$ cat src/rtl/cer_pkg.sv
package cer_pkg;
  localparam int NSRC = 3;

  typedef enum logic [1:0] {
    SRC_TLB = 2'd0,
    SRC_IC  = 2'd1,
    SRC_DC  = 2'd2
  } src_e;

  typedef enum logic [1:0] {
    RAM_TAG   = 2'd0,
    RAM_DATA  = 2'd1,
    RAM_DIRTY = 2'd2,
    RAM_HINT  = 2'd3
  } dram_e;

  typedef enum logic [2:0] {
    ST_IDLE  = 3'd0,
    ST_INV   = 3'd1,
    ST_EVICT = 3'd2,
    ST_FETCH = 3'd3,
    ST_WALK  = 3'd4
  } st_e;
endpackage

$ cat src/rtl/cer_arb.sv
module cer_arb #(
  parameter int NSRC  = 3,
  parameter int REC_W = 12
) (
  input  logic                  clk,
  input  logic                  rst,
  input  logic [NSRC-1:0]       in_vld,
  input  logic [NSRC*REC_W-1:0] in_rec,
  input  logic                  take,
  output logic                  sel_vld,
  output logic [1:0]            sel_src,
  output logic [REC_W-1:0]      sel_rec,
  output logic                  pend_any_n
);
  logic [NSRC-1:0]  pend_q;
  logic [NSRC-1:0]  grant;
  logic [NSRC-1:0]  keep;
  logic [NSRC-1:0]  pend_n;
  logic [REC_W-1:0] rec_q [NSRC];

  // fixed priority, lowest source number first
  always_comb begin
    grant   = '0;
    sel_vld = 1'b0;
    sel_src = '0;
    sel_rec = '0;
    for (int i = 0; i < NSRC; i++) begin
      if (take && pend_q[i] && !sel_vld) begin
        grant[i] = 1'b1;
        sel_vld  = 1'b1;
        sel_src  = 2'(i);
        sel_rec  = rec_q[i];
      end
    end
  end

  assign keep       = pend_q & ~grant;
  assign pend_n     = keep | in_vld;
  assign pend_any_n = |pend_n;

  always_ff @(posedge clk) begin
    if (rst) pend_q <= '0;
    else     pend_q <= pend_n;
  end

  for (genvar g = 0; g < NSRC; g++) begin : g_slot
    always_ff @(posedge clk) begin
      if (in_vld[g] && !keep[g]) rec_q[g] <= in_rec[g*REC_W +: REC_W];
    end

    p_pend_kept_r3: assert property (@(posedge clk) disable iff (rst)
      (pend_q[g] && !grant[g]) |=> pend_q[g]);
  end
endmodule

$ cat src/rtl/cer_hard.sv
module cer_hard #(
  parameter int NSRC  = 3,
  parameter int LOC_W = 9,
  parameter int CNT_W = 3
) (
  input  logic             clk,
  input  logic             rst,
  input  logic             upd,
  input  logic [1:0]       upd_src,
  input  logic [LOC_W-1:0] upd_loc,
  input  logic [CNT_W-1:0] limit,
  output logic             hard_q
);
  localparam logic [CNT_W-1:0] CNT_MAX = '1;

  logic [LOC_W-1:0] last_q [NSRC];
  logic [CNT_W-1:0] cnt_q  [NSRC];
  logic [NSRC-1:0]  lv_q;
  logic             same;
  logic [CNT_W-1:0] cnt_cur;
  logic [CNT_W-1:0] cnt_n;

  always_comb begin
    same    = 1'b0;
    cnt_cur = '0;
    for (int i = 0; i < NSRC; i++) begin
      if (upd_src == 2'(i)) begin
        same    = lv_q[i] && (last_q[i] == upd_loc);
        cnt_cur = cnt_q[i];
      end
    end
    if (!same)                 cnt_n = CNT_W'(1);
    else if (cnt_cur == CNT_MAX) cnt_n = CNT_MAX;
    else                       cnt_n = cnt_cur + CNT_W'(1);
  end

  for (genvar g = 0; g < NSRC; g++) begin : g_trk
    always_ff @(posedge clk) begin
      if (rst) begin
        lv_q[g]   <= 1'b0;
        cnt_q[g]  <= '0;
        last_q[g] <= '0;
      end else if (upd && upd_src == 2'(g)) begin
        lv_q[g]   <= 1'b1;
        cnt_q[g]  <= cnt_n;
        last_q[g] <= upd_loc;
      end
    end
  end

  always_ff @(posedge clk) begin
    if (rst)      hard_q <= 1'b0;
    else if (upd) hard_q <= (limit != '0) && (cnt_n >= limit);
  end

  p_hard_zero_r11: assert property (@(posedge clk) disable iff (rst)
    (upd && limit == '0) |=> !hard_q);
endmodule

$ cat src/rtl/cer_seq.sv
module cer_seq
  import cer_pkg::*;
#(
  parameter int TLB_W = 5,
  parameter int SET_W = 7,
  parameter int WAY_W = 2,
  parameter int IDX_W = 7,
  parameter int REC_W = 13
) (
  input  logic             clk,
  input  logic             rst,
  input  logic             sel_vld,
  input  logic [1:0]       sel_src,
  input  logic [REC_W-1:0] sel_rec,
  input  logic             pend_any_n,
  input  logic             hard,
  output logic             take,
  output logic             stall,
  output logic             inv_req,
  output logic             inv_tlb,
  output logic [IDX_W-1:0] inv_idx,
  input  logic             inv_ack,
  output logic             evict_req,
  output logic [SET_W-1:0] evict_set,
  output logic [WAY_W-1:0] evict_way,
  output logic             evict_dup_tag,
  output logic             evict_fix,
  input  logic             evict_ack,
  output logic             fetch_req,
  output logic             fetch_dcache,
  output logic [SET_W-1:0] fetch_set,
  output logic [WAY_W-1:0] fetch_way,
  input  logic             fetch_ack,
  output logic             walk_req,
  output logic [TLB_W-1:0] walk_idx,
  input  logic             walk_ack,
  output logic             rpt_vld,
  output logic [1:0]       rpt_src,
  output logic [IDX_W-1:0] rpt_idx,
  output logic [WAY_W-1:0] rpt_way,
  output logic             rpt_dbl,
  output logic             rpt_corrupt,
  output logic             rpt_hard,
  output logic             rpt_replay
);
  localparam int WAY_LSB = IDX_W;
  localparam int RAM_LSB = IDX_W + WAY_W;
  localparam int DBL_BIT = RAM_LSB + 2;
  localparam int DRT_BIT = RAM_LSB + 3;

  st_e              state_q, state_n;
  src_e             src_q;
  dram_e            ram_q;
  logic [IDX_W-1:0] idx_q;
  logic [WAY_W-1:0] way_q;
  logic             dbl_q, dirty_q;
  logic             accept, finish;
  logic             dc_data_dbl;

  assign take = (state_q == ST_IDLE);

  always_comb begin
    state_n = state_q;
    accept  = 1'b0;
    finish  = 1'b0;
    unique case (state_q)
      ST_IDLE: if (sel_vld) begin
        accept  = 1'b1;
        state_n = (sel_src == SRC_DC) ? ST_EVICT : ST_INV;
      end
      ST_INV: if (inv_ack) state_n = (src_q == SRC_TLB) ? ST_WALK : ST_FETCH;
      ST_WALK: if (walk_ack) begin
        state_n = ST_IDLE;
        finish  = 1'b1;
      end
      ST_EVICT: if (evict_ack) begin
        if (ram_q == RAM_DIRTY) begin
          state_n = ST_IDLE;
          finish  = 1'b1;
        end else begin
          state_n = ST_FETCH;
        end
      end
      ST_FETCH: if (fetch_ack) begin
        state_n = ST_IDLE;
        finish  = 1'b1;
      end
      default: state_n = ST_IDLE;
    endcase
  end

  assign dc_data_dbl = (src_q == SRC_DC) && (ram_q == RAM_DATA) && dbl_q;

  always_ff @(posedge clk) begin
    if (rst) begin
      state_q <= ST_IDLE;
      stall   <= 1'b0;
      rpt_vld <= 1'b0;
      src_q   <= SRC_TLB;
      ram_q   <= RAM_TAG;
      idx_q   <= '0;
      way_q   <= '0;
      dbl_q   <= 1'b0;
      dirty_q <= 1'b0;
      rpt_src <= '0;
      rpt_idx <= '0;
      rpt_way <= '0;
      rpt_dbl <= 1'b0;
      rpt_corrupt <= 1'b0;
      rpt_hard    <= 1'b0;
      rpt_replay  <= 1'b0;
    end else begin
      state_q <= state_n;
      stall   <= pend_any_n || (state_n != ST_IDLE);
      rpt_vld <= finish;
      if (accept) begin
        src_q   <= src_e'(sel_src);
        idx_q   <= sel_rec[IDX_W-1:0];
        way_q   <= sel_rec[WAY_LSB +: WAY_W];
        ram_q   <= dram_e'(sel_rec[RAM_LSB +: 2]);
        dbl_q   <= sel_rec[DBL_BIT];
        dirty_q <= sel_rec[DRT_BIT];
      end
      if (finish) begin
        rpt_src     <= src_q;
        rpt_idx     <= idx_q;
        rpt_way     <= way_q;
        rpt_dbl     <= dc_data_dbl;
        rpt_corrupt <= dc_data_dbl && dirty_q;
        rpt_hard    <= hard;
        rpt_replay  <= !((src_q == SRC_DC) && (ram_q == RAM_DIRTY));
      end
    end
  end

  assign inv_req       = (state_q == ST_INV);
  assign inv_tlb       = (src_q == SRC_TLB);
  assign inv_idx       = idx_q;
  assign evict_req     = (state_q == ST_EVICT);
  assign evict_set     = idx_q[SET_W-1:0];
  assign evict_way     = way_q;
  assign evict_dup_tag = (ram_q == RAM_TAG);
  assign evict_fix     = (ram_q == RAM_DIRTY) || ((ram_q == RAM_DATA) && !dbl_q);
  assign fetch_req     = (state_q == ST_FETCH);
  assign fetch_dcache  = (src_q == SRC_DC);
  assign fetch_set     = idx_q[SET_W-1:0];
  assign fetch_way     = way_q;
  assign walk_req      = (state_q == ST_WALK);
  assign walk_idx      = idx_q[TLB_W-1:0];

  p_inv_hold_r10: assert property (@(posedge clk) disable iff (rst)
    (inv_req && !inv_ack) |=> (inv_req && $stable(inv_idx)));
  p_evict_hold_r10: assert property (@(posedge clk) disable iff (rst)
    (evict_req && !evict_ack) |=> (evict_req && $stable(evict_set) && $stable(evict_way)));
  p_stall_cover_r2: assert property (@(posedge clk) disable iff (rst)
    (inv_req || evict_req || fetch_req || walk_req) |-> stall);
  p_stall_fall_r2: assert property (@(posedge clk) disable iff (rst)
    $fell(stall) |-> rpt_vld);
  p_walk_after_inv_r4: assert property (@(posedge clk) disable iff (rst)
    $rose(walk_req) |-> $past(inv_req && inv_ack));
endmodule

$ cat src/rtl/cache_err_seq.sv
module cache_err_seq
  import cer_pkg::*;
#(
  parameter int TLB_W = 5,
  parameter int SET_W = 7,
  parameter int WAY_W = 2,
  parameter int CNT_W = 3,
  localparam int IDX_W = (TLB_W > SET_W) ? TLB_W : SET_W
) (
  input  logic             clk,
  input  logic             rst,
  input  logic [CNT_W-1:0] hard_limit,
  input  logic             tlb_err_vld,
  input  logic [TLB_W-1:0] tlb_err_idx,
  input  logic             ic_err_vld,
  input  logic [SET_W-1:0] ic_err_set,
  input  logic             dc_err_vld,
  input  logic [SET_W-1:0] dc_err_set,
  input  logic [WAY_W-1:0] dc_err_way,
  input  logic [1:0]       dc_err_ram,
  input  logic             dc_err_dbl,
  input  logic             dc_err_dirty,
  output logic             stall,
  output logic             inv_req,
  output logic             inv_tlb,
  output logic [IDX_W-1:0] inv_idx,
  input  logic             inv_ack,
  output logic             evict_req,
  output logic [SET_W-1:0] evict_set,
  output logic [WAY_W-1:0] evict_way,
  output logic             evict_dup_tag,
  output logic             evict_fix,
  input  logic             evict_ack,
  output logic             fetch_req,
  output logic             fetch_dcache,
  output logic [SET_W-1:0] fetch_set,
  output logic [WAY_W-1:0] fetch_way,
  input  logic             fetch_ack,
  output logic             walk_req,
  output logic [TLB_W-1:0] walk_idx,
  input  logic             walk_ack,
  output logic             rpt_vld,
  output logic [1:0]       rpt_src,
  output logic [IDX_W-1:0] rpt_idx,
  output logic [WAY_W-1:0] rpt_way,
  output logic             rpt_dbl,
  output logic             rpt_corrupt,
  output logic             rpt_hard,
  output logic             rpt_replay
);
  localparam int LOC_W = IDX_W + WAY_W;
  localparam int REC_W = LOC_W + 4;

  logic [REC_W-1:0]      tlb_rec, ic_rec, dc_rec;
  logic [NSRC-1:0]       in_vld;
  logic                  take, sel_vld, pend_any_n, hard;
  logic [1:0]            sel_src;
  logic [REC_W-1:0]      sel_rec;

  // record layout: {dirty, dbl, ram[1:0], way, idx}
  assign tlb_rec = {1'b0, 1'b0, 2'b00, {WAY_W{1'b0}}, IDX_W'(tlb_err_idx)};
  assign ic_rec  = {1'b0, 1'b0, 2'b00, {WAY_W{1'b0}}, IDX_W'(ic_err_set)};
  assign dc_rec  = {dc_err_dirty, dc_err_dbl, dc_err_ram, dc_err_way, IDX_W'(dc_err_set)};
  assign in_vld  = {dc_err_vld && (dc_err_ram != RAM_HINT), ic_err_vld, tlb_err_vld};

  cer_arb #(.NSRC(NSRC), .REC_W(REC_W)) u_arb (
    .clk(clk), .rst(rst), .in_vld(in_vld), .in_rec({dc_rec, ic_rec, tlb_rec}),
    .take(take), .sel_vld(sel_vld), .sel_src(sel_src), .sel_rec(sel_rec),
    .pend_any_n(pend_any_n)
  );

  cer_hard #(.NSRC(NSRC), .LOC_W(LOC_W), .CNT_W(CNT_W)) u_hard (
    .clk(clk), .rst(rst), .upd(sel_vld), .upd_src(sel_src),
    .upd_loc(sel_rec[LOC_W-1:0]), .limit(hard_limit), .hard_q(hard)
  );

  cer_seq #(.TLB_W(TLB_W), .SET_W(SET_W), .WAY_W(WAY_W), .IDX_W(IDX_W), .REC_W(REC_W)) u_seq (
    .clk(clk), .rst(rst), .sel_vld(sel_vld), .sel_src(sel_src), .sel_rec(sel_rec),
    .pend_any_n(pend_any_n), .hard(hard), .take(take), .stall(stall),
    .inv_req(inv_req), .inv_tlb(inv_tlb), .inv_idx(inv_idx), .inv_ack(inv_ack),
    .evict_req(evict_req), .evict_set(evict_set), .evict_way(evict_way),
    .evict_dup_tag(evict_dup_tag), .evict_fix(evict_fix), .evict_ack(evict_ack),
    .fetch_req(fetch_req), .fetch_dcache(fetch_dcache), .fetch_set(fetch_set),
    .fetch_way(fetch_way), .fetch_ack(fetch_ack),
    .walk_req(walk_req), .walk_idx(walk_idx), .walk_ack(walk_ack),
    .rpt_vld(rpt_vld), .rpt_src(rpt_src), .rpt_idx(rpt_idx), .rpt_way(rpt_way),
    .rpt_dbl(rpt_dbl), .rpt_corrupt(rpt_corrupt), .rpt_hard(rpt_hard),
    .rpt_replay(rpt_replay)
  );
endmodule

$ cat config.mk
export PLATFORM = sky130hd
export DESIGN_NAME = cache_err_seq
export DESIGN_NICKNAME = d
export VERILOG_FILES = /design/src/rtl/cer_pkg.sv /design/src/rtl/cer_arb.sv /design/src/rtl/cer_hard.sv /design/src/rtl/cer_seq.sv /design/src/rtl/cache_err_seq.sv
export SDC_FILE = /design/constraint.sdc
export NUM_CORES = 1
export LEC_CHECK = 0
export BUFFER_PORTS_ARGS = -buffer_cell sky130_fd_sc_hd__buf_4
export CORE_MARGIN = 5
export CORE_UTILIZATION = 50
export DETAILED_ROUTE_END_ITERATION = 10
export GPL_TIMING_DRIVEN = 0
export PLACE_DENSITY = 0.72
export SYNTH_ARGS = -nofsm -noshare
export SYNTH_HDL_FRONTEND = slang
export SYNTH_HIERARCHICAL = 1
export SYNTH_SLANG_ARGS = --single-unit
$ cat constraint.sdc
create_clock -name clk -period 4.6 [get_ports clk]
set_clock_uncertainty 0.05 [all_clocks]
set_input_delay 0.46 -clock clk [delete_from_list [all_inputs] [get_ports clk]]
set_output_delay 0.46 -clock clk [all_outputs]
set_load 0.02 [all_outputs]
==> impl_metrics.toml <==
[run_status]
status = "complete, no violations"

[die]
rows = 37
dieHeight_um = 113
start_util_pct = 51.2
core-area_sq_mm = 0.0103
dieArea_sq_mm = 0.0127
ios = 92
dieWidth_um = 113

[sta]
tns_ns = 0
worst_slew_pin_slew_ns = 1.22
hold_viol = 0
relSlewSlack_pct = 18.4
maxSlewViolCount = 0
fin_ws_ns = 0.291
post-route-period-util_pct = 93.7
max_freq_mhz = 232
fin_crit_ns = 4.31
final-setup-viol-count = 0
grt_setup_unrepaired = "no"

[logic_synthesis]
syn_inst = 463
yosysTopAreaCellShare_pct = 42.6
synth_flop_cell = "edfxtp_1"
ys_seq_area_share_pct = 58.5
synth_seq_cells = 117
synth_most_common_cell = "edfxtp_1"
synth.avg_cell_area_sq_um = 11.4
postSynth.asyncResetShare_pct = 0
synth_edf_count = 75
synth_common_cells = "75 x edfxtp_1, 42 x dfxtp_1, 38 x nor2_1, 37 x a21oi_1, 37 x nand2_1"
ys_types = 58
yosysTopAreaCell = "edfxtp_1"
netlist_area_sq_mm = 0.00529
synth.area.top_cells = "edfxtp_1 43%, dfxtp_1 16%, a21oi_1 3.5%, xnor2_1 3.5%, buf_4 3.1%"
yosysWarnings = 6

[placed_design]
place_inst = 706
place_congestion = 0.815
dpl.hpwl_mm = 8.74
place_ws_ns = -0.0650
port_buffers = 91

[clock_network]
cts_tree = "built"
clk_pin_slew_ns = 0.06
cts_buffer_depth = 2
cts_buffers = 17
cts.sinks = 117
cts_root_buffer = "clkbuf_8"
htree_levels = 4
clk_latency_ns = 0.51
postCtsSetupRepairBufs = 0
cts_hold_buf = 0

[setup_path]
cp_data_required_time_ns = 4.93
critical_path_class = "register to register"
cp.arrival_ns = 4.64
max_stage_delay_ns = 0.47
crit_chain = "buf_2 > nor3_2 > nand3b_1 > inv_2 > buf_6 > a22oi_1 > a21oi_2 > xor2_1 > or4_1 > nor3_2 > a211o_2 > buf_6 > and2_1 > ha_1 > nand2b_1 > a21o_1 > a21o_1 > o311ai_0 > a21oi_1"
start_kind = "register"
endpoint_kind = "register"
crit_slowest_cell = "a21oi_2"
critPathMaxFanout = 13

[power]
finalPower_w = 0.00350
p_leak_nw = 2.80
powerDensity_mw_per_mm2 = 517
peakVddDrop_uv = 255

[global_route]
grt_start_max_net_pins = 17
grt_pass1_wl_mm = 19.3
gr-total-overflow = 0
antenna_found_initial = 0
first_global_vias = 3824
grt_use_total_pct = 19.4

[final_layout]
multiInputGateArea_sq_mm = 0.00189
area_delta_synth_final_pct = 28.0
fin_util_pct = 65.6
final_nets = 630
drive_gt1_share_pct = 29.6
regArea_sq_mm = 0.00309
antenna_cells = 0
fill_cells = 775
fin_cells = 738

[routing]
drt-initial-drc-count = 263
drc_errors = 0
ant_nets = 0
via_per_inst = 5.23
wl_per_cell_um = 16.5
drt_first_pass_iters = 5
vias = 3859
wl_mm = 12.2

[run]
drv_cap = 0

[hold_path]
hp-class = "primary input to register"
## layer usage
metal  global-route usage [%]  up-vias  routed length (um)
met5                        0        -                   0
met4                     6.89        0                 132
met3                     4.92       14                 776
met2                     31.2      150                5930
met1                     25.6     1835                5350
li1                         -     1860                   -
## report_power, final
group / internal, W / switching [W]
combinational: 0.000389 / 0.000583
clock: 0.000717 / 0.000475
sequential: 0.00126 / 0.0000735
## sequential cells by signal, summed over array words and instances, names as in the netlist, 3 cells and up
| register | flops |
|---|---|
| u_arb/pend_q | 3 |
| u_arb/rec_q | 39 |
| u_hard/cnt_q | 9 |
| u_seq/rpt_idx | 7 |
| u_seq/evict_set | 7 |
| u_seq/state_q | 3 |
| u_hard/last_q | 27 |
| u_hard/lv_q | 3 |
## what timing repair did
action	in CTS	in global routing
setup endpoints to repair	1	1
cloned	0	0
resized for setup	1	1
## worst max-delay path: cells and delay by family (launching register included)
| family | cells | cell delay (ns) |
|---|---|---|
| and+or+nand+nor | 6 | 1.49 |
| AOI/OAI and AO/OA | 7 | 1.35 |
| DFF | 1 | 0.30 |
| adders and majority gates | 1 | 0.22 |
| buffers and inverters | 4 | 0.65 |
| xor gates and xnor gates | 1 | 0.12 |
## per-stage QoR
| step | area [sq um] | hold slack (ns) |
|---|---|---|
| CTS | 6760 | 0.0460 |
| global placement | 6190 | 0.385 |
| detailed placement | 6210 | 0.390 |
| floorplan | 5340 | 0.376 |
| finish | 6770 | 0.0704 |
| global route | 6770 | 0.0513 |
## cell families (layout without fill, tap and decap cells)
logic type,Yosys count,after routing,synth area share (%)
compound gates,82,82,10.5
xor+xnor,27,27,4.47
fa+ha+maj,5,5,1.14
buf+inv,61,187,6.79
flops,117,117,58.5
mux,16,16,3.03
other cells,1,14,0.0709
simple gates,154,154,15.5
## placed cells by master (no fill, tap or decap), types with 7 or more instances in the layout
cell | Yosys | routed
mux2i_1 | 16 | 16
conb_1 | 1 | 14
a22oi_1 | 12 | 12
clkbuf_1 | 8 | 8
nand2_1 | 37 | 37
nor2b_1 | 7 | 7
a21oi_1 | 37 | 36
clkbuf_16 | 0 | 16
edfxtp_1 | 75 | 75
dfxtp_1 | 42 | 42
xnor2_1 | 21 | 21
buf_4 | 22 | 116
nand2b_1 | 7 | 7
inv_1 | 10 | 10
nor2_1 | 38 | 38
and3_1 | 9 | 9
and2_1 | 21 | 21
clkbuf_2 | 8 | 8
## final cells by class
class,instances,area share [%]
Clock inverter,15,1.94
Timing Repair Buffer,94,10.4
Tap cell,136,2.51
Inverter,12,0.666
Buffer,49,4.64
Clock buffer,17,6.12
Multi-Input combinational cell,298,28.0
Sequential cell,117,45.7
## path summary, 6_finish.rpt
| check | from | to | slack, ns | cells past startpoint |
|---|---|---|---|---|
| max | u_seq/state_q[2]$_SDFF_PP0_ | u_hard/hard_q$_SDFFE_PP0P_ | 0.29 | 19 |
| min | tlb_err_idx[3] | u_arb/rec_q[0][3]$_DFFE_PP_ | 0.07 | 1 |
| max reg2reg | u_seq/state_q[2]$_SDFF_PP0_ | u_hard/hard_q$_SDFFE_PP0P_ | 0.29 | 19 |
| min reg2reg | u_hard/lv_q[2]$_SDFFE_PP0P_ | u_hard/lv_q[2]$_SDFFE_PP0P_ | 0.40 | 2 |
No activity file was read; power rests on OpenSTA's default activity.
